--- src/rtl/fcd_pkg.sv ---
package fcd_pkg;

    typedef enum logic [2:0] {
        S_READ  = 3'd0,
        S_UNLK1 = 3'd1,
        S_UNLK2 = 3'd2,
        S_AUTO  = 3'd3,
        S_PSET  = 3'd4,
        S_BYP   = 3'd5,
        S_BPROG = 3'd6,
        S_BRST  = 3'd7
    } seq_state_e;

    typedef enum logic [1:0] {
        M_READ = 2'd0,
        M_AUTO = 2'd1,
        M_PSET = 2'd2,
        M_BYP  = 2'd3
    } mode_e;

    localparam logic [7:0] CMD_UNLK1  = 8'hAA;
    localparam logic [7:0] CMD_UNLK2  = 8'h55;
    localparam logic [7:0] CMD_AUTO   = 8'h90;
    localparam logic [7:0] CMD_PROG   = 8'hA0;
    localparam logic [7:0] CMD_BYPASS = 8'h20;
    localparam logic [7:0] CMD_RESET  = 8'hF0;
    localparam logic [7:0] CMD_BEXIT2 = 8'h00;

endpackage

--- src/rtl/fcd_seq.sv ---
module fcd_seq
    import fcd_pkg::*;
#(
    parameter int ADDR_W = 12,
    parameter int DATA_W = 16,
    parameter int CMD_AW = 11
) (
    input  logic              clk,
    input  logic              rst_n,
    input  logic              wr_en,
    input  logic [ADDR_W-1:0] addr,
    input  logic [DATA_W-1:0] wdata,
    output logic [1:0]        mode,
    output logic              prog_req,
    output logic [ADDR_W-1:0] prog_addr,
    output logic [DATA_W-1:0] prog_data
);

    localparam logic [CMD_AW-1:0] ADR_FIRST  = CMD_AW'(12'h555);
    localparam logic [CMD_AW-1:0] ADR_SECOND = CMD_AW'(12'h2AA);

    typedef struct packed {
        seq_state_e        st;
        logic              req;
        logic [ADDR_W-1:0] paddr;
        logic [DATA_W-1:0] pdata;
    } seq_regs_t;

    seq_regs_t seq_d, seq_q;

    logic [7:0] cmd;
    logic       at_first;
    logic       at_second;

    assign cmd       = wdata[7:0];
    assign at_first  = (addr[CMD_AW-1:0] == ADR_FIRST);
    assign at_second = (addr[CMD_AW-1:0] == ADR_SECOND);

    always_comb begin
        seq_d     = seq_q;
        seq_d.req = 1'b0;
        if (wr_en) begin
            unique case (seq_q.st)
                S_READ: begin
                    seq_d.st = (at_first && cmd == CMD_UNLK1) ? S_UNLK1 : S_READ;
                end
                S_UNLK1: begin
                    seq_d.st = (at_second && cmd == CMD_UNLK2) ? S_UNLK2 : S_READ;
                end
                S_UNLK2: begin
                    if (at_first && cmd == CMD_AUTO)        seq_d.st = S_AUTO;
                    else if (at_first && cmd == CMD_PROG)   seq_d.st = S_PSET;
                    else if (at_first && cmd == CMD_BYPASS) seq_d.st = S_BYP;
                    else                                    seq_d.st = S_READ;
                end
                S_AUTO: begin
                    if (cmd == CMD_RESET) seq_d.st = S_READ;
                end
                S_PSET: begin
                    seq_d.st    = S_READ;
                    seq_d.req   = 1'b1;
                    seq_d.paddr = addr;
                    seq_d.pdata = wdata;
                end
                S_BYP: begin
                    if (cmd == CMD_PROG)      seq_d.st = S_BPROG;
                    else if (cmd == CMD_AUTO) seq_d.st = S_BRST;
                end
                S_BPROG: begin
                    seq_d.st    = S_BYP;
                    seq_d.req   = 1'b1;
                    seq_d.paddr = addr;
                    seq_d.pdata = wdata;
                end
                S_BRST: begin
                    seq_d.st = (cmd == CMD_BEXIT2) ? S_READ : S_BYP;
                end
                default: seq_d.st = S_READ;
            endcase
        end
    end

    always_ff @(posedge clk) begin
        if (!rst_n) begin
            seq_q <= '{st: S_READ, req: 1'b0, paddr: '0, pdata: '0};
        end else begin
            seq_q <= seq_d;
        end
    end

    always_comb begin
        unique case (seq_q.st)
            S_AUTO:                 mode = M_AUTO;
            S_PSET:                 mode = M_PSET;
            S_BYP, S_BPROG, S_BRST: mode = M_BYP;
            default:                mode = M_READ;
        endcase
    end

    assign prog_req  = seq_q.req;
    assign prog_addr = seq_q.paddr;
    assign prog_data = seq_q.pdata;

endmodule

--- src/rtl/fcd_idmux.sv ---
module fcd_idmux #(
    parameter int          ADDR_W   = 12,
    parameter int          DATA_W   = 16,
    parameter int          SECT_W   = 2,
    parameter int          OFF_W    = 8,
    parameter logic [15:0] MFR_CODE = 16'h0001,
    parameter logic [15:0] DEV_CODE = 16'h2203
) (
    input  logic                   id_en,
    input  logic [ADDR_W-1:0]      addr,
    input  logic [(1<<SECT_W)-1:0] sect_prot,
    input  logic                   burst_mode,
    input  logic [DATA_W-1:0]      array_rdata,
    output logic [DATA_W-1:0]      rd_data
);

    localparam int NSECT = 1 << SECT_W;

    logic [OFF_W-1:0]  offset;
    logic [SECT_W-1:0] sector;
    logic              prot_bit;
    logic [DATA_W-1:0] id_word;

    assign offset = addr[OFF_W-1:0];
    assign sector = addr[ADDR_W-1 -: SECT_W];

    generate
        if (NSECT == 1) begin : g_one_sector
            assign prot_bit = sect_prot[0];
        end else begin : g_many_sectors
            assign prot_bit = sect_prot[sector];
        end
    endgenerate

    always_comb begin
        unique case (offset)
            OFF_W'(0): id_word = DATA_W'(MFR_CODE);
            OFF_W'(1): id_word = DATA_W'(DEV_CODE);
            OFF_W'(2): id_word = DATA_W'(prot_bit);
            OFF_W'(3): id_word = DATA_W'(burst_mode);
            default:   id_word = '0;
        endcase
    end

    assign rd_data = id_en ? id_word : array_rdata;

endmodule

--- src/rtl/flash_cmd_decoder.sv ---
module flash_cmd_decoder
    import fcd_pkg::*;
#(
    parameter int          ADDR_W   = 12,
    parameter int          DATA_W   = 16,
    parameter int          SECT_W   = 2,
    parameter logic [15:0] MFR_CODE = 16'h0001,
    parameter logic [15:0] DEV_CODE = 16'h2203
) (
    input  logic                   clk,
    input  logic                   rst_n,
    input  logic                   wr_en,
    input  logic [ADDR_W-1:0]      addr,
    input  logic [DATA_W-1:0]      wdata,
    input  logic [(1<<SECT_W)-1:0] sect_prot,
    input  logic                   burst_mode,
    input  logic [DATA_W-1:0]      array_rdata,
    output logic [1:0]             mode,
    output logic                   prog_req,
    output logic [ADDR_W-1:0]      prog_addr,
    output logic [DATA_W-1:0]      prog_data,
    output logic [DATA_W-1:0]      rd_data
);

    localparam int CMD_AW = 11;

    logic [1:0] mode_w;

    fcd_seq #(
        .ADDR_W(ADDR_W),
        .DATA_W(DATA_W),
        .CMD_AW(CMD_AW)
    ) u_seq (
        .clk      (clk),
        .rst_n    (rst_n),
        .wr_en    (wr_en),
        .addr     (addr),
        .wdata    (wdata),
        .mode     (mode_w),
        .prog_req (prog_req),
        .prog_addr(prog_addr),
        .prog_data(prog_data)
    );

    fcd_idmux #(
        .ADDR_W  (ADDR_W),
        .DATA_W  (DATA_W),
        .SECT_W  (SECT_W),
        .OFF_W   (8),
        .MFR_CODE(MFR_CODE),
        .DEV_CODE(DEV_CODE)
    ) u_idmux (
        .id_en      (mode_w == M_AUTO),
        .addr       (addr),
        .sect_prot  (sect_prot),
        .burst_mode (burst_mode),
        .array_rdata(array_rdata),
        .rd_data    (rd_data)
    );

    assign mode = mode_w;

endmodule

--- config.mk ---
export PLATFORM = sky130hd
export DESIGN_NAME = flash_cmd_decoder
export DESIGN_NICKNAME = d
export VERILOG_FILES = /design/src/rtl/fcd_pkg.sv /design/src/rtl/fcd_seq.sv /design/src/rtl/fcd_idmux.sv /design/src/rtl/flash_cmd_decoder.sv
export SDC_FILE = /design/constraint.sdc
export NUM_CORES = 1
export LEC_CHECK = 0
export BUFFER_PORTS_ARGS = -buffer_cell sky130_fd_sc_hd__buf_2
export CAP_MARGIN = 15
export CORE_ASPECT_RATIO = 1.4
export CORE_UTILIZATION = 48
export CTS_CLUSTER_DIAMETER = 40
export DETAILED_ROUTE_END_ITERATION = 6
export GPL_TIMING_DRIVEN = 0
export PLACE_DENSITY = 0.95
export SYNTH_ARGS = -nofsm -noshare
export SYNTH_HDL_FRONTEND = slang
export SYNTH_SLANG_ARGS = --single-unit
--- constraint.sdc ---
create_clock -name clk -period 4.3 [get_ports clk]
set_clock_uncertainty 0.15 [all_clocks]
set_input_delay 0.86 -clock clk [delete_from_list [all_inputs] [get_ports clk]]
set_output_delay 0.86 -clock clk [all_outputs]
set_load 0.1 [all_outputs]
==> run_summary.xml, run 1 <==
<?xml version="1.0" encoding="UTF-8"?>
<metrics>
  <group name="critical_path">
    <metric name="worst-r2r-cell-count" unit="">6</metric>
    <metric name="setup.worst_path.end_class" unit="">output port</metric>
    <metric name="worst-path-max-fanout" unit="">4</metric>
    <metric name="crit-reg2reg-capture" unit="">u_seq.prog_data[2]</metric>
    <metric name="worstSetupStartpoint" unit="">addr[10]</metric>
    <metric name="timing.setup.critical_path_class" unit="">primary input to output port</metric>
    <metric name="crit_path_end" unit="">rd_data[0]</metric>
    <metric name="start_kind" unit="">primary input</metric>
    <metric name="worstReg2RegStart" unit="">u_seq.seq_q[29]</metric>
    <metric name="reg2reg_slack" unit="ps">2350</metric>
    <metric name="critPathArrivalTime" unit="ps">2220</metric>
    <metric name="critPathRequiredTime" unit="ps">3290</metric>
  </group>
  <group name="synth">
    <metric name="synth_async_sr_flop_share" unit="">0</metric>
    <metric name="postSynthNetCount" unit="">288</metric>
    <metric name="synth.cell_area" unit="mm^2">0.001820</metric>
    <metric name="yosys_warnings" unit="">0</metric>
    <metric name="synthesis.area_per_instance" unit="um^2">7.714</metric>
    <metric name="ys_seq_elements" unit="">32</metric>
    <metric name="ys_types" unit="">38</metric>
    <metric name="synth_seq_area_share" unit="">0.3519</metric>
    <metric name="synth_cells" unit="">236</metric>
    <metric name="synth_enable_flop_cells" unit="">0</metric>
    <metric name="synth_ff_type" unit="">sky130_fd_sc_hd__dfxtp_1</metric>
  </group>
  <group name="detailed_routing">
    <metric name="dr.pass1.iters" unit="">4</metric>
    <metric name="vias_per_cell" unit="">5.229</metric>
    <metric name="residual_drc" unit="">0</metric>
    <metric name="detailroute.via_count" unit="">2008</metric>
    <metric name="routedWlPerCell" unit="um">12.59</metric>
    <metric name="drt_first_iter_violations" unit="">81</metric>
    <metric name="postRouteWirelength" unit="um">4835</metric>
    <metric name="drt.antenna.violating_nets" unit="">0</metric>
  </group>
  <group name="power_and_ir_drop">
    <metric name="power_density" unit="mW/mm^2">285.6</metric>
    <metric name="ir_drop" unit="V">0.0002243</metric>
    <metric name="leakage_power_figure" unit="nW">1.175</metric>
  </group>
  <group name="global_routing">
    <metric name="grtUsageTotal" unit="">0.2460</metric>
    <metric name="grt_remaining_overflow" unit="">0</metric>
    <metric name="grt_antenna_before_repair" unit="">0</metric>
    <metric name="number_of_global_route_vias_before_repair" unit="">1786</metric>
    <metric name="pin_count_of_the_biggest_net_entering_global_routing" unit="">11</metric>
    <metric name="grt_first_pass_wirelength" unit="um">7369</metric>
  </group>
  <group name="sta">
    <metric name="worst_slew_pin_slew" unit="ps">499.7</metric>
    <metric name="final.setup.tns" unit="ps">0</metric>
    <metric name="report.final.slew_viol_count" unit="">0</metric>
    <metric name="grt_setup_unrepaired" unit="">no</metric>
    <metric name="layout_min_cycle_time" unit="ps">3232</metric>
    <metric name="setup_viol" unit="">0</metric>
    <metric name="max_freq" unit="MHz">309.4</metric>
    <metric name="hold_violations" unit="">0</metric>
    <metric name="layout_worst_path_cycle_share" unit="">0.7517</metric>
    <metric name="worst_slew_margin_rel" unit="">0.6691</metric>
  </group>
  <group name="final_layout">
    <metric name="finalInstanceArea" unit="mm^2">0.002471</metric>
    <metric name="syn_to_final_growth" unit="%">35.74</metric>
    <metric name="final_nets" unit="">393</metric>
    <metric name="diodes" unit="">0</metric>
    <metric name="filler_free_cell_count_of_the_finished_design" unit="">384</metric>
    <metric name="layout-drive-gt1-share" unit="">0.4211</metric>
  </group>
  <group name="floorplan">
    <metric name="starting_density_of_the_core" unit="">0.4997</metric>
    <metric name="floorplan.die_area" unit="mm^2">0.004046</metric>
    <metric name="core.rowCount" unit="">26</metric>
    <metric name="die_x" unit="um">54.05</metric>
    <metric name="top_level_ports" unit="">99</metric>
    <metric name="core_box_area" unit="mm^2">0.003643</metric>
    <metric name="die_h" unit="um">74.87</metric>
  </group>
  <group name="clock_tree">
    <metric name="setup_repair_bufs_after_cts" unit="">0</metric>
    <metric name="tritoncts_num_sinks" unit="">32</metric>
    <metric name="clk_root_buffer_cell" unit="">sky130_fd_sc_hd__clkbuf_8</metric>
    <metric name="cts.clk_slew.worst_paths" unit="ps">60</metric>
    <metric name="cts_htree_levels" unit="">2</metric>
    <metric name="postCtsHoldBufs" unit="">0</metric>
    <metric name="cts.repair.resized" unit="">0</metric>
    <metric name="clkLatencyLatePin" unit="ps">290</metric>
    <metric name="tritoncts_clock_tree" unit="">yes</metric>
    <metric name="clk_path_buf_depth" unit="">2</metric>
    <metric name="cts_inserted_buffers" unit="">5</metric>
  </group>
  <group name="outcome">
    <metric name="status" unit="">complete, no violations</metric>
  </group>
  <group name="placed_design">
    <metric name="gp_routability_congestion" unit="">0.8648</metric>
    <metric name="place.port_buffers" unit="">98</metric>
    <metric name="detailed_place.area" unit="mm^2">0.002364</metric>
    <metric name="cell_total_after_placement" unit="">376</metric>
    <metric name="place.detailed.hpwl" unit="um">3672</metric>
  </group>
  <group name="worst_hold_path">
    <metric name="worst_hold_path.num_cells" unit="">2</metric>
    <metric name="hold_class" unit="">flop to flop</metric>
  </group>
  <group name="run">
    <metric name="max_cap_viol_count" unit="">0</metric>
  </group>
</metrics>
==> power by group <==
group	internal [W]	total [W]	switching [W]	leakage, nW
registers	0.000296	0.000296	0.0000000000104	0.258
clock network	0.000172	0.000285	0.000113	0.0552
logic	0.0000337	0.000125	0.0000910	0.862
total	0.000502	0.000706	0.000204	1.17
==> worst max-delay path: stages <==
cell	delay (ps)
sky130_fd_sc_hd__buf_2	140
sky130_fd_sc_hd__mux4_2	520
sky130_fd_sc_hd__mux2i_1	140
sky130_fd_sc_hd__nand2_1	100
sky130_fd_sc_hd__nand3_1	110
sky130_fd_sc_hd__o21ai_1	60
sky130_fd_sc_hd__buf_2	300
==> cell usage after synthesis, drive strengths merged (3+ instances only) <==
library cell | number | area, um^2
nand2 | 68 | 255.2
buf | 34 | 242.7
dfxtp | 32 | 640.6
a21oi | 29 | 145.1
and2 | 12 | 75.07
clkbuf | 8 | 30.03
nand3 | 4 | 25.02
nor2b | 4 | 25.02
o31ai | 4 | 30.03
nand3b | 3 | 22.52
nand4 | 3 | 18.77
nor3 | 3 | 15.01
nor3b | 3 | 22.52
nor4b | 3 | 26.28
==> logic make-up after synthesis <==
family	share of synthesized area
buf+inv	0.1519
xor+xnor	0.004812
fa+ha+maj	0.005499
simple gates	0.3141
flops	0.3519
compound gates	0.1395
mux	0.03230
==> stage by stage <==
| step | hold slack (ps) | total power, W | util | setup slack (ps) |
|---|---|---|---|---|
| finish | 304.3 | 0.0007058 | 0.6782 | 1068 |
| global placement | 292.0 | 0.0004244 | 0.6487 | 1142 |
| CTS | 307.7 | 0.0007077 | 0.6782 | 1081 |
| global route | 322.3 | 0.0007254 | 0.6782 | 986.2 |
| detailed placement | 298.4 | 0.0004263 | 0.6487 | 1113 |
| floorplan | 286.7 | 0.0003835 | - | 577.8 |
==> worst min path at each step <==
stage,from,to
after global placement,u_seq.prog_data[10],u_seq.prog_data[10]
after detailed placement,u_seq.prog_addr[6],u_seq.prog_addr[6]
after CTS,u_seq.prog_addr[1],u_seq.prog_addr[1]
after floorplan,u_seq.prog_addr[0],u_seq.prog_addr[0]
final,u_seq.prog_addr[1],u_seq.prog_addr[1]
after global routing,u_seq.prog_data[6],u_seq.prog_data[6]
==> cell usage in the layout, fill, tap and decap left out, types with 2 or more instances in the layout <==
cell,netlist,layout
sky130_fd_sc_hd__buf_2,2,100
sky130_fd_sc_hd__nand2_1,68,68
sky130_fd_sc_hd__dfxtp_1,32,32
sky130_fd_sc_hd__buf_4,30,30
sky130_fd_sc_hd__a21oi_1,29,29
sky130_fd_sc_hd__and2_1,12,12
sky130_fd_sc_hd__clkbuf_1,8,9
sky130_fd_sc_hd__clkbuf_8,0,5
sky130_fd_sc_hd__nor2b_1,4,4
sky130_fd_sc_hd__o31ai_1,4,4
sky130_fd_sc_hd__nand3b_1,3,3
sky130_fd_sc_hd__nor3_1,3,3
sky130_fd_sc_hd__nor3b_1,3,3
sky130_fd_sc_hd__nand3_1,3,3
sky130_fd_sc_hd__nor4b_1,3,3
sky130_fd_sc_hd__nand4_1,3,3
sky130_fd_sc_hd__and3b_1,2,2
sky130_fd_sc_hd__buf_1,2,2
sky130_fd_sc_hd__nor2_1,2,2
sky130_fd_sc_hd__and4_1,2,2
sky130_fd_sc_hd__a31oi_1,2,2
sky130_fd_sc_hd__a211oi_1,2,2
==> metal layers <==
layer,track usage,vias to the layer above,part of all wire
met3,0.05455,19,0.065
met1,0.2638,898,0.37
met2,0.4307,109,0.53
met4,0.1425,0,0.035
met5,0,-,0
li1,-,982,-
==> sequential cells by signal, summed over array words and instances (netlist names) <==
| signal | flops |
|---|---|
| u_seq.prog_data | 16 |
| u_seq.prog_addr | 12 |
| u_seq.seq_q | 3 |
| u_seq.prog_req | 1 |
==> cell type report <==
cell class | count | area, um^2
fillers | 322 | 1172
multi-input cells | 161 | 903.4
flip-flops and latches | 32 | 640.6
repair buffers | 98 | 490.5
plain buffers | 42 | 272.8
clock buffers | 6 | 72.57
well taps | 42 | 52.55
clock inverters | 2 | 35.03
inverters | 1 | 3.754
Note: power is estimated with default switching activity, not from simulation.
==> run 2, diff against run 1 <==
- ABC_AREA: unset -> 1
- CORE_UTILIZATION: 48 -> 46
- PLACE_DENSITY: 0.95 -> 0.93
- clock period: 4.3 -> 3.2 ns (I/O delays scaled with it)
==> run 2 against run 1 <==
The run now ends with DRC left. Core utilization is 2.5 points lower. Synthesized cell count is 30% higher. Global-route usage is 1.3 points lower. Worst setup slack worse by 700 ps. Register-to-register slack worse by 710 ps. Combinational power is 46% higher. Largest power group is now clock. Die area is 12% higher. Sequential power is 35% higher. Total power is 44% higher. Non-clock buffer count is 4 lower.
==> run_summary.xml, run 2 <==
<?xml version="1.0" encoding="UTF-8"?>
<metrics>
  <group name="outcome">
    <metric name="status" unit="">finished with violations</metric>
    <metric name="violations" unit="">DRC</metric>
  </group>
  <group name="global_routing">
    <metric name="number_of_global_route_vias_before_repair" unit="">1966</metric>
    <metric name="met2_usage" unit="">0.4412</metric>
    <metric name="grt_antenna_before_repair" unit="">0</metric>
    <metric name="grt_first_pass_wirelength" unit="um">8307</metric>
    <metric name="grtUsageTotal" unit="">0.2331</metric>
    <metric name="grt_remaining_overflow" unit="">0</metric>
    <metric name="pin_count_of_the_biggest_net_entering_global_routing" unit="">11</metric>
    <metric name="grt_util_met1" unit="">0.2329</metric>
    <metric name="busiest_layer_in_global_routing" unit="">met2</metric>
    <metric name="globalRouteMet3Util" unit="">0.05537</metric>
  </group>
  <group name="synth">
    <metric name="postSynthNetCount" unit="">359</metric>
    <metric name="synth_seq_area_share" unit="">0.3269</metric>
    <metric name="ys_types" unit="">22</metric>
    <metric name="synthMostInstantiatedCell" unit="">sky130_fd_sc_hd__inv_1</metric>
    <metric name="synth_cells" unit="">307</metric>
    <metric name="synth_ff_type" unit="">sky130_fd_sc_hd__dfxtp_1</metric>
    <metric name="post-synth-top-area-cell" unit="">sky130_fd_sc_hd__dfxtp_1</metric>
    <metric name="synth_commonest_cells" unit="">sky130_fd_sc_hd__inv_1 (62), sky130_fd_sc_hd__nand2_1 (43), sky130_fd_sc_hd__a21oi_1 (36), sky130_fd_sc_hd__dfxtp_1 (32), sky130_fd_sc_hd__nor2_1 (32)</metric>
    <metric name="synth_async_sr_flop_share" unit="">0</metric>
    <metric name="ys_seq_elements" unit="">32</metric>
    <metric name="synthesis.area_per_instance" unit="um^2">6.382</metric>
    <metric name="synth.area.top_cells" unit="">sky130_fd_sc_hd__dfxtp_1 (33%), sky130_fd_sc_hd__inv_1 (12%), sky130_fd_sc_hd__buf_4 (11%)</metric>
    <metric name="synth_enable_flop_cells" unit="">0</metric>
    <metric name="yosys_warnings" unit="">0</metric>
    <metric name="synth_top_area_share" unit="">0.3269</metric>
    <metric name="synth.cell_area" unit="mm^2">0.001959</metric>
  </group>
  <group name="final_layout">
    <metric name="diodes" unit="">0</metric>
    <metric name="final_common_cell" unit="">sky130_fd_sc_hd__buf_2</metric>
    <metric name="most-common-layout-cells" unit="">sky130_fd_sc_hd__buf_2 (102), sky130_fd_sc_hd__inv_1 (62), sky130_fd_sc_hd__nand2_1 (43)</metric>
    <metric name="layout-drive-gt1-share" unit="">0.3592</metric>
    <metric name="finish.utilization" unit="">0.6530</metric>
    <metric name="max_reg_flops" unit="">16</metric>
    <metric name="syn_to_final_growth" unit="%">33.97</metric>
    <metric name="final_nets" unit="">463</metric>
  </group>
  <group name="power_and_ir_drop">
    <metric name="power.switching_fraction" unit="">0.2901</metric>
    <metric name="combinationalPowerShare" unit="">0.181</metric>
    <metric name="pwr-share-seq" unit="">0.394</metric>
    <metric name="power_density" unit="mW/mm^2">386.3</metric>
    <metric name="leakage_power_figure" unit="nW">1.397</metric>
    <metric name="clockPowerShare" unit="">0.426</metric>
    <metric name="ir_drop" unit="V">0.0001335</metric>
    <metric name="netSwitchingPower" unit="W">0.0002942</metric>
    <metric name="internal_power" unit="W">0.0007199</metric>
  </group>
  <group name="critical_path">
    <metric name="worstSetupStartpoint" unit="">u_seq.seq_q[29]</metric>
    <metric name="start_kind" unit="">flop</metric>
    <metric name="setup.worst_path.end_class" unit="">output port</metric>
    <metric name="critPathRequiredTime" unit="ps">2410</metric>
    <metric name="critPathArrivalTime" unit="ps">2050</metric>
    <metric name="timing.setup.critical_path_class" unit="">flop to output port</metric>
    <metric name="worst-path-max-fanout" unit="">6</metric>
    <metric name="worstReg2RegStart" unit="">u_seq.seq_q[29]</metric>
  </group>
  <group name="sta">
    <metric name="setup_viol" unit="">0</metric>
    <metric name="layout_min_cycle_time" unit="ps">2835</metric>
    <metric name="max_freq" unit="MHz">352.7</metric>
    <metric name="report.final.slew_viol_count" unit="">0</metric>
    <metric name="worst_slew_margin_rel" unit="">0.6738</metric>
    <metric name="hold_violations" unit="">0</metric>
    <metric name="final.setup.tns" unit="ps">0</metric>
    <metric name="grt_setup_unrepaired" unit="">no</metric>
    <metric name="worst_slew_pin_slew" unit="ps">492.6</metric>
    <metric name="layout_worst_path_cycle_share" unit="">0.8860</metric>
  </group>
  <group name="clock_tree">
    <metric name="clk_path_buf_depth" unit="">2</metric>
    <metric name="postCtsHoldBufs" unit="">0</metric>
    <metric name="tritoncts_clock_tree" unit="">yes</metric>
    <metric name="setup_repair_bufs_after_cts" unit="">0</metric>
    <metric name="cts.clk_slew.worst_paths" unit="ps">70</metric>
    <metric name="cts_inserted_buffers" unit="">5</metric>
    <metric name="clk_root_buffer_cell" unit="">sky130_fd_sc_hd__clkbuf_8</metric>
    <metric name="cts_htree_levels" unit="">2</metric>
    <metric name="tritoncts_num_sinks" unit="">32</metric>
    <metric name="clkLatencyLatePin" unit="ps">280</metric>
    <metric name="cts.repair.resized" unit="">0</metric>
  </group>
  <group name="worst_hold_path">
    <metric name="worstHoldStart" unit="">u_seq.prog_data[10]</metric>
    <metric name="hold_class" unit="">flop to flop</metric>
  </group>
  <group name="run">
    <metric name="max_cap_viol_count" unit="">0</metric>
  </group>
  <group name="detailed_routing">
    <metric name="vias_per_cell" unit="">4.910</metric>
    <metric name="drt.antenna.violating_nets" unit="">0</metric>
    <metric name="residual_drc" unit="">9</metric>
    <metric name="routedWlPerCell" unit="um">11.49</metric>
    <metric name="dr.pass1.iters" unit="">6</metric>
    <metric name="detailroute.via_count" unit="">2234</metric>
    <metric name="postRouteWirelength" unit="um">5230</metric>
    <metric name="drt_first_iter_violations" unit="">147</metric>
  </group>
  <group name="floorplan">
    <metric name="core_box_area" unit="mm^2">0.004020</metric>
    <metric name="floorplan.die_area" unit="mm^2">0.004528</metric>
    <metric name="die_x" unit="um">57.16</metric>
    <metric name="core.rowCount" unit="">27</metric>
    <metric name="die_h" unit="um">79.22</metric>
    <metric name="top_level_ports" unit="">99</metric>
    <metric name="starting_density_of_the_core" unit="">0.4874</metric>
  </group>
  <group name="placed_design">
    <metric name="place.port_buffers" unit="">97</metric>
    <metric name="gp_routability_congestion" unit="">0.8560</metric>
    <metric name="place.detailed.hpwl" unit="um">4066</metric>
  </group>
</metrics>
[run 2: final timing paths]
| kind | end | slack, ps | cells past startpoint |
|---|---|---|---|
| min | u_seq.prog_data[10] | 290 | 2 |
| max reg2reg | u_seq.seq_q[29] | 1640 | 7 |
| min reg2reg | u_seq.prog_data[10] | 290 | 2 |
| max | rd_data[0] | 360 | 7 |
[run 2: cells by family after synthesis]
kind of cell           after synthesis  synth area share
buffers and inverters              106            0.2625
flip-flops                          32            0.3269
AO/OA/AOI/OAI                       68            0.1775
AND/OR/NAND/NOR                    101            0.2331
[run 2: layout make-up]
| cell class | count | area (um^2) |
|---|---|---|
| Fill cell | 329 | 1395 |
| Multi-Input combinational cell | 169 | 804.5 |
| Sequential cell | 32 | 640.6 |
| Timing Repair Buffer | 97 | 485.5 |
| Buffer | 39 | 262.8 |
| Inverter | 67 | 251.5 |
| Clock buffer | 7 | 96.34 |
| Tap cell | 43 | 53.80 |
| Clock inverter | 1 | 30.03 |
[run 2: through the flow]
stage / setup WS, ps / total power, W / cells / hold slack, ps / area, um^2
floorplan: 163.7 / 0.0005298 / 307 / 274.0 / 1959
global placement: 504.1 / 0.0005866 / 447 / 281.6 / 2499
detailed placement: 489.8 / 0.0005890 / 447 / 286.0 / 2499
CTS: 376.4 / 0.001012 / 455 / 297.2 / 2625
global route: 184.4 / 0.001043 / 455 / 316.6 / 2625
finish: 364.8 / 0.001014 / 455 / 292.6 / 2625
[run 2: metal layers]
metal | part of all wire | wire, um
met1 | 0.36 | 1865
met2 | 0.56 | 2929
met3 | 0.061 | 319
met4 | 0.022 | 115
met5 | 0 | 0
[run 2: power groups by stage]
stage | combinational, W | clock (W) | sequential [W]
after floorplan | 0.000122 | 0 | 0.000408
after global placement | 0.000178 | 0 | 0.000408
after detailed placement | 0.000180 | 0 | 0.000408
after CTS | 0.000182 | 0.000431 | 0.000399
after global routing | 0.000195 | 0.000449 | 0.000399
final | 0.000183 | 0.000432 | 0.000399
[run 2: worst max-delay path: stages (launching register included)]
cell	delay [ps]
sky130_fd_sc_hd__dfxtp_1	390
sky130_fd_sc_hd__inv_2	100
sky130_fd_sc_hd__nor3_4	310
sky130_fd_sc_hd__inv_2	120
sky130_fd_sc_hd__nor4_1	260
sky130_fd_sc_hd__nand2_1	90
sky130_fd_sc_hd__nand2_1	60
sky130_fd_sc_hd__buf_2	420
==> run 3, diff against run 2 <==
- CELL_PAD_IN_SITES_DETAIL_PLACEMENT: unset -> 1
- CELL_PAD_IN_SITES_GLOBAL_PLACEMENT: unset -> 2
- CORE_ASPECT_RATIO: 1.4 -> 0.75
- CORE_UTILIZATION: 46 -> 22
- PLACE_DENSITY: 0.93 -> 0.91
==> run 3 against run 2 <==
The run still ends with DRC left. Combinational power hardly changed. Via count is 1.7% lower. First-iteration DRC count decreased by 61%. Total power up 10%. Non-clock buffer count is the same. Flip-flop and latch count did not move. Worst hold slack better by 2.5 ps. Fmax is 2.8% lower.
==> run_summary.xml, run 3 (synthesis results as in run 2) <==
<?xml version="1.0" encoding="UTF-8"?>
<metrics>
  <group name="sta">
    <metric name="worst_slew_margin_rel" unit="">0.6628</metric>
    <metric name="worst_slack" unit="ps">282.9</metric>
    <metric name="layout_worst_path_cycle_share" unit="">0.9116</metric>
    <metric name="hold_violations" unit="">0</metric>
    <metric name="layout_min_cycle_time" unit="ps">2917</metric>
    <metric name="worst_slew_pin_slew" unit="ps">504.2</metric>
    <metric name="final.setup.tns" unit="ps">0</metric>
    <metric name="report.final.slew_viol_count" unit="">0</metric>
    <metric name="setup_viol" unit="">0</metric>
    <metric name="max_freq" unit="MHz">342.8</metric>
    <metric name="grt_setup_unrepaired" unit="">no</metric>
  </group>
  <group name="placed_design">
    <metric name="placement.setup.worst_slack" unit="ps">347.6</metric>
    <metric name="gp_routability_congestion" unit="">0.8556</metric>
    <metric name="place.port_buffers" unit="">97</metric>
    <metric name="cell_total_after_placement" unit="">512</metric>
    <metric name="place.detailed.hpwl" unit="um">5077</metric>
  </group>
  <group name="critical_path">
    <metric name="critPathRequiredTime" unit="ps">2410</metric>
    <metric name="path_cells" unit="">buf_2, inv_1, nor2_1, o32ai_1, nand2_1, nand2_1, nand2_1, nand2_1, buf_2</metric>
    <metric name="cpPeakStageDelay" unit="ps">440</metric>
    <metric name="worst-r2r-cell-count" unit="">7</metric>
    <metric name="start_kind" unit="">primary input</metric>
    <metric name="reg2reg_slack" unit="ps">1560</metric>
    <metric name="timing.setup.critical_path_class" unit="">primary input to output port</metric>
    <metric name="crit_top_cell" unit="">sky130_fd_sc_hd__nand2_1</metric>
    <metric name="crit-reg2reg-capture" unit="">u_seq.seq_q[30]</metric>
    <metric name="worst-path-buf-inv" unit="">3</metric>
    <metric name="critPathArrivalTime" unit="ps">2130</metric>
    <metric name="worst-path-max-fanout" unit="">5</metric>
    <metric name="timing.critical_path.max_delay_family" unit="">buffers and inverters</metric>
    <metric name="setup.worst_path.end_class" unit="">output port</metric>
    <metric name="worstReg2RegStart" unit="">u_seq.seq_q[30]</metric>
    <metric name="timing.critical_path.slowest_stage_cell" unit="">sky130_fd_sc_hd__o32ai_1</metric>
  </group>
  <group name="worst_hold_path">
    <metric name="worstHoldStart" unit="">u_seq.prog_addr[11]</metric>
    <metric name="worst_hold_path.endpoint" unit="">u_seq.prog_addr[11]</metric>
    <metric name="hold_class" unit="">flop to flop</metric>
    <metric name="worst_hold_path.num_cells" unit="">2</metric>
  </group>
  <group name="global_routing">
    <metric name="pin_count_of_the_biggest_net_entering_global_routing" unit="">11</metric>
    <metric name="grtUsageTotal" unit="">0.1336</metric>
    <metric name="grt_antenna_before_repair" unit="">0</metric>
    <metric name="grt_remaining_overflow" unit="">0</metric>
    <metric name="grt_first_pass_wirelength" unit="um">9922</metric>
    <metric name="number_of_global_route_vias_before_repair" unit="">2174</metric>
  </group>
  <group name="detailed_routing">
    <metric name="detailroute.via_count" unit="">2196</metric>
    <metric name="routedWlPerCell" unit="um">11.92</metric>
    <metric name="postRouteWirelength" unit="um">6197</metric>
    <metric name="residual_drc" unit="">12</metric>
    <metric name="dr.pass1.iters" unit="">6</metric>
    <metric name="vias_per_cell" unit="">4.223</metric>
    <metric name="drt.antenna.violating_nets" unit="">0</metric>
    <metric name="drt_first_iter_violations" unit="">58</metric>
  </group>
  <group name="clock_tree">
    <metric name="tritoncts_clock_tree" unit="">yes</metric>
    <metric name="cts.clk_slew.worst_paths" unit="ps">50</metric>
    <metric name="setup_repair_bufs_after_cts" unit="">0</metric>
    <metric name="tritoncts_num_sinks" unit="">32</metric>
    <metric name="clkLatencyLatePin" unit="ps">280</metric>
    <metric name="cts.repair.resized" unit="">0</metric>
    <metric name="cts_inserted_buffers" unit="">5</metric>
    <metric name="clk_path_buf_depth" unit="">2</metric>
    <metric name="clk_root_buffer_cell" unit="">sky130_fd_sc_hd__clkbuf_16</metric>
    <metric name="postCtsHoldBufs" unit="">0</metric>
    <metric name="cts_htree_levels" unit="">2</metric>
  </group>
  <group name="floorplan">
    <metric name="core.rowCount" unit="">29</metric>
    <metric name="top_level_ports" unit="">99</metric>
    <metric name="die_x" unit="um">111.0</metric>
    <metric name="core_box_area" unit="mm^2">0.008563</metric>
    <metric name="starting_density_of_the_core" unit="">0.2288</metric>
    <metric name="die_h" unit="um">83.73</metric>
    <metric name="floorplan.die_area" unit="mm^2">0.009292</metric>
  </group>
  <group name="final_layout">
    <metric name="layout-drive-gt1-share" unit="">0.3568</metric>
    <metric name="final_common_cell" unit="">sky130_fd_sc_hd__buf_2</metric>
    <metric name="syn_to_final_growth" unit="%">40.04</metric>
    <metric name="final_nets" unit="">463</metric>
    <metric name="filler_free_cell_count_of_the_finished_design" unit="">520</metric>
    <metric name="most-common-layout-cells" unit="">sky130_fd_sc_hd__buf_2 (102), sky130_fd_sc_hd__inv_1 (62), sky130_fd_sc_hd__nand2_1 (43)</metric>
    <metric name="fill_cells" unit="">1132</metric>
    <metric name="diodes" unit="">0</metric>
    <metric name="max_reg_flops" unit="">16</metric>
  </group>
  <group name="run">
    <metric name="max_cap_viol_count" unit="">0</metric>
  </group>
  <group name="power_and_ir_drop">
    <metric name="power_density" unit="mW/mm^2">407.8</metric>
    <metric name="totalPowerFinal" unit="W">0.001119</metric>
    <metric name="leakage_power_figure" unit="nW">1.413</metric>
    <metric name="ir_drop" unit="V">0.0001999</metric>
  </group>
  <group name="outcome">
    <metric name="violations" unit="">DRC</metric>
    <metric name="status" unit="">finished with violations</metric>
  </group>
</metrics>
## run 3: cell types whose count changed in the layout (fill, tap and decap cells not counted)
| cell | previous run | this run |
|---|---|---|
| sky130_fd_sc_hd__clkbuf_1 | 5 | 6 |
| sky130_fd_sc_hd__clkbuf_16 | 0 | 5 |
| sky130_fd_sc_hd__clkinv_2 | 0 | 1 |
| sky130_fd_sc_hd__clkbuf_8 | 7 | 0 |
## run 3: worst max path at each step
stage	from	to	slack (ps)	depth (start not counted)
after global placement	addr[10]	rd_data[0]	330	9
after detailed placement	addr[10]	rd_data[0]	350	9
after CTS	u_seq.seq_q[30]	rd_data[0]	290	7
after floorplan	u_seq.seq_q[30]	mode[0]	160	4
final	addr[10]	rd_data[0]	280	9
after global routing	u_seq.seq_q[30]	rd_data[0]	90	7
## run 3: cell type report
type                    instances  area [um^2]  share of cell area
repair buffers                 97        485.5              0.1769
flip-flops and latches         32        640.6              0.2335
clock inverters                 2        35.03             0.01277
multi-input cells             169        804.5              0.2932
well taps                     108        135.1             0.04925
plain buffers                  39        262.8             0.09576
clock buffers                   6        128.9             0.04697
inverters                      67        251.5             0.09166
## run 3: routing by layer
metal,vias up,global-route usage,share of wire,routed length [um]
li1,1130,-,-,-
met1,997,0.1663,0.48,2946
met2,64,0.2310,0.45,2813
met3,5,0.03631,0.062,385
met4,0,0.02615,0.0082,51
met5,-,0,0,0
## run 3: worst min-delay path, cell delays in order (launching register included)
cell                      delay, ps
sky130_fd_sc_hd__dfxtp_1        300
sky130_fd_sc_hd__inv_1           50
sky130_fd_sc_hd__a21oi_1         50
## run 3: power breakdown
part | total, W | switching (W) | internal, W | leakage, nW
combinational | 0.000185 | 0.000138 | 0.0000465 | 1.07
sequential | 0.000400 | 0.000000714 | 0.000399 | 0.258
clock | 0.000534 | 0.000168 | 0.000366 | 0.0808
## run 3: stage by stage
stage / cell area, um^2 / hold WS (ps) / utilization
2_1_floorplan: 1959 / 274.0 / -
3_3_place_gp: 2580 / 283.5 / 0.3013
3_5_place_dp: 2580 / 289.6 / 0.3013
4_1_cts: 2744 / 297.6 / 0.3204
5_1_grt: 2744 / 316.0 / 0.3204
6_report: 2744 / 295.1 / 0.3204
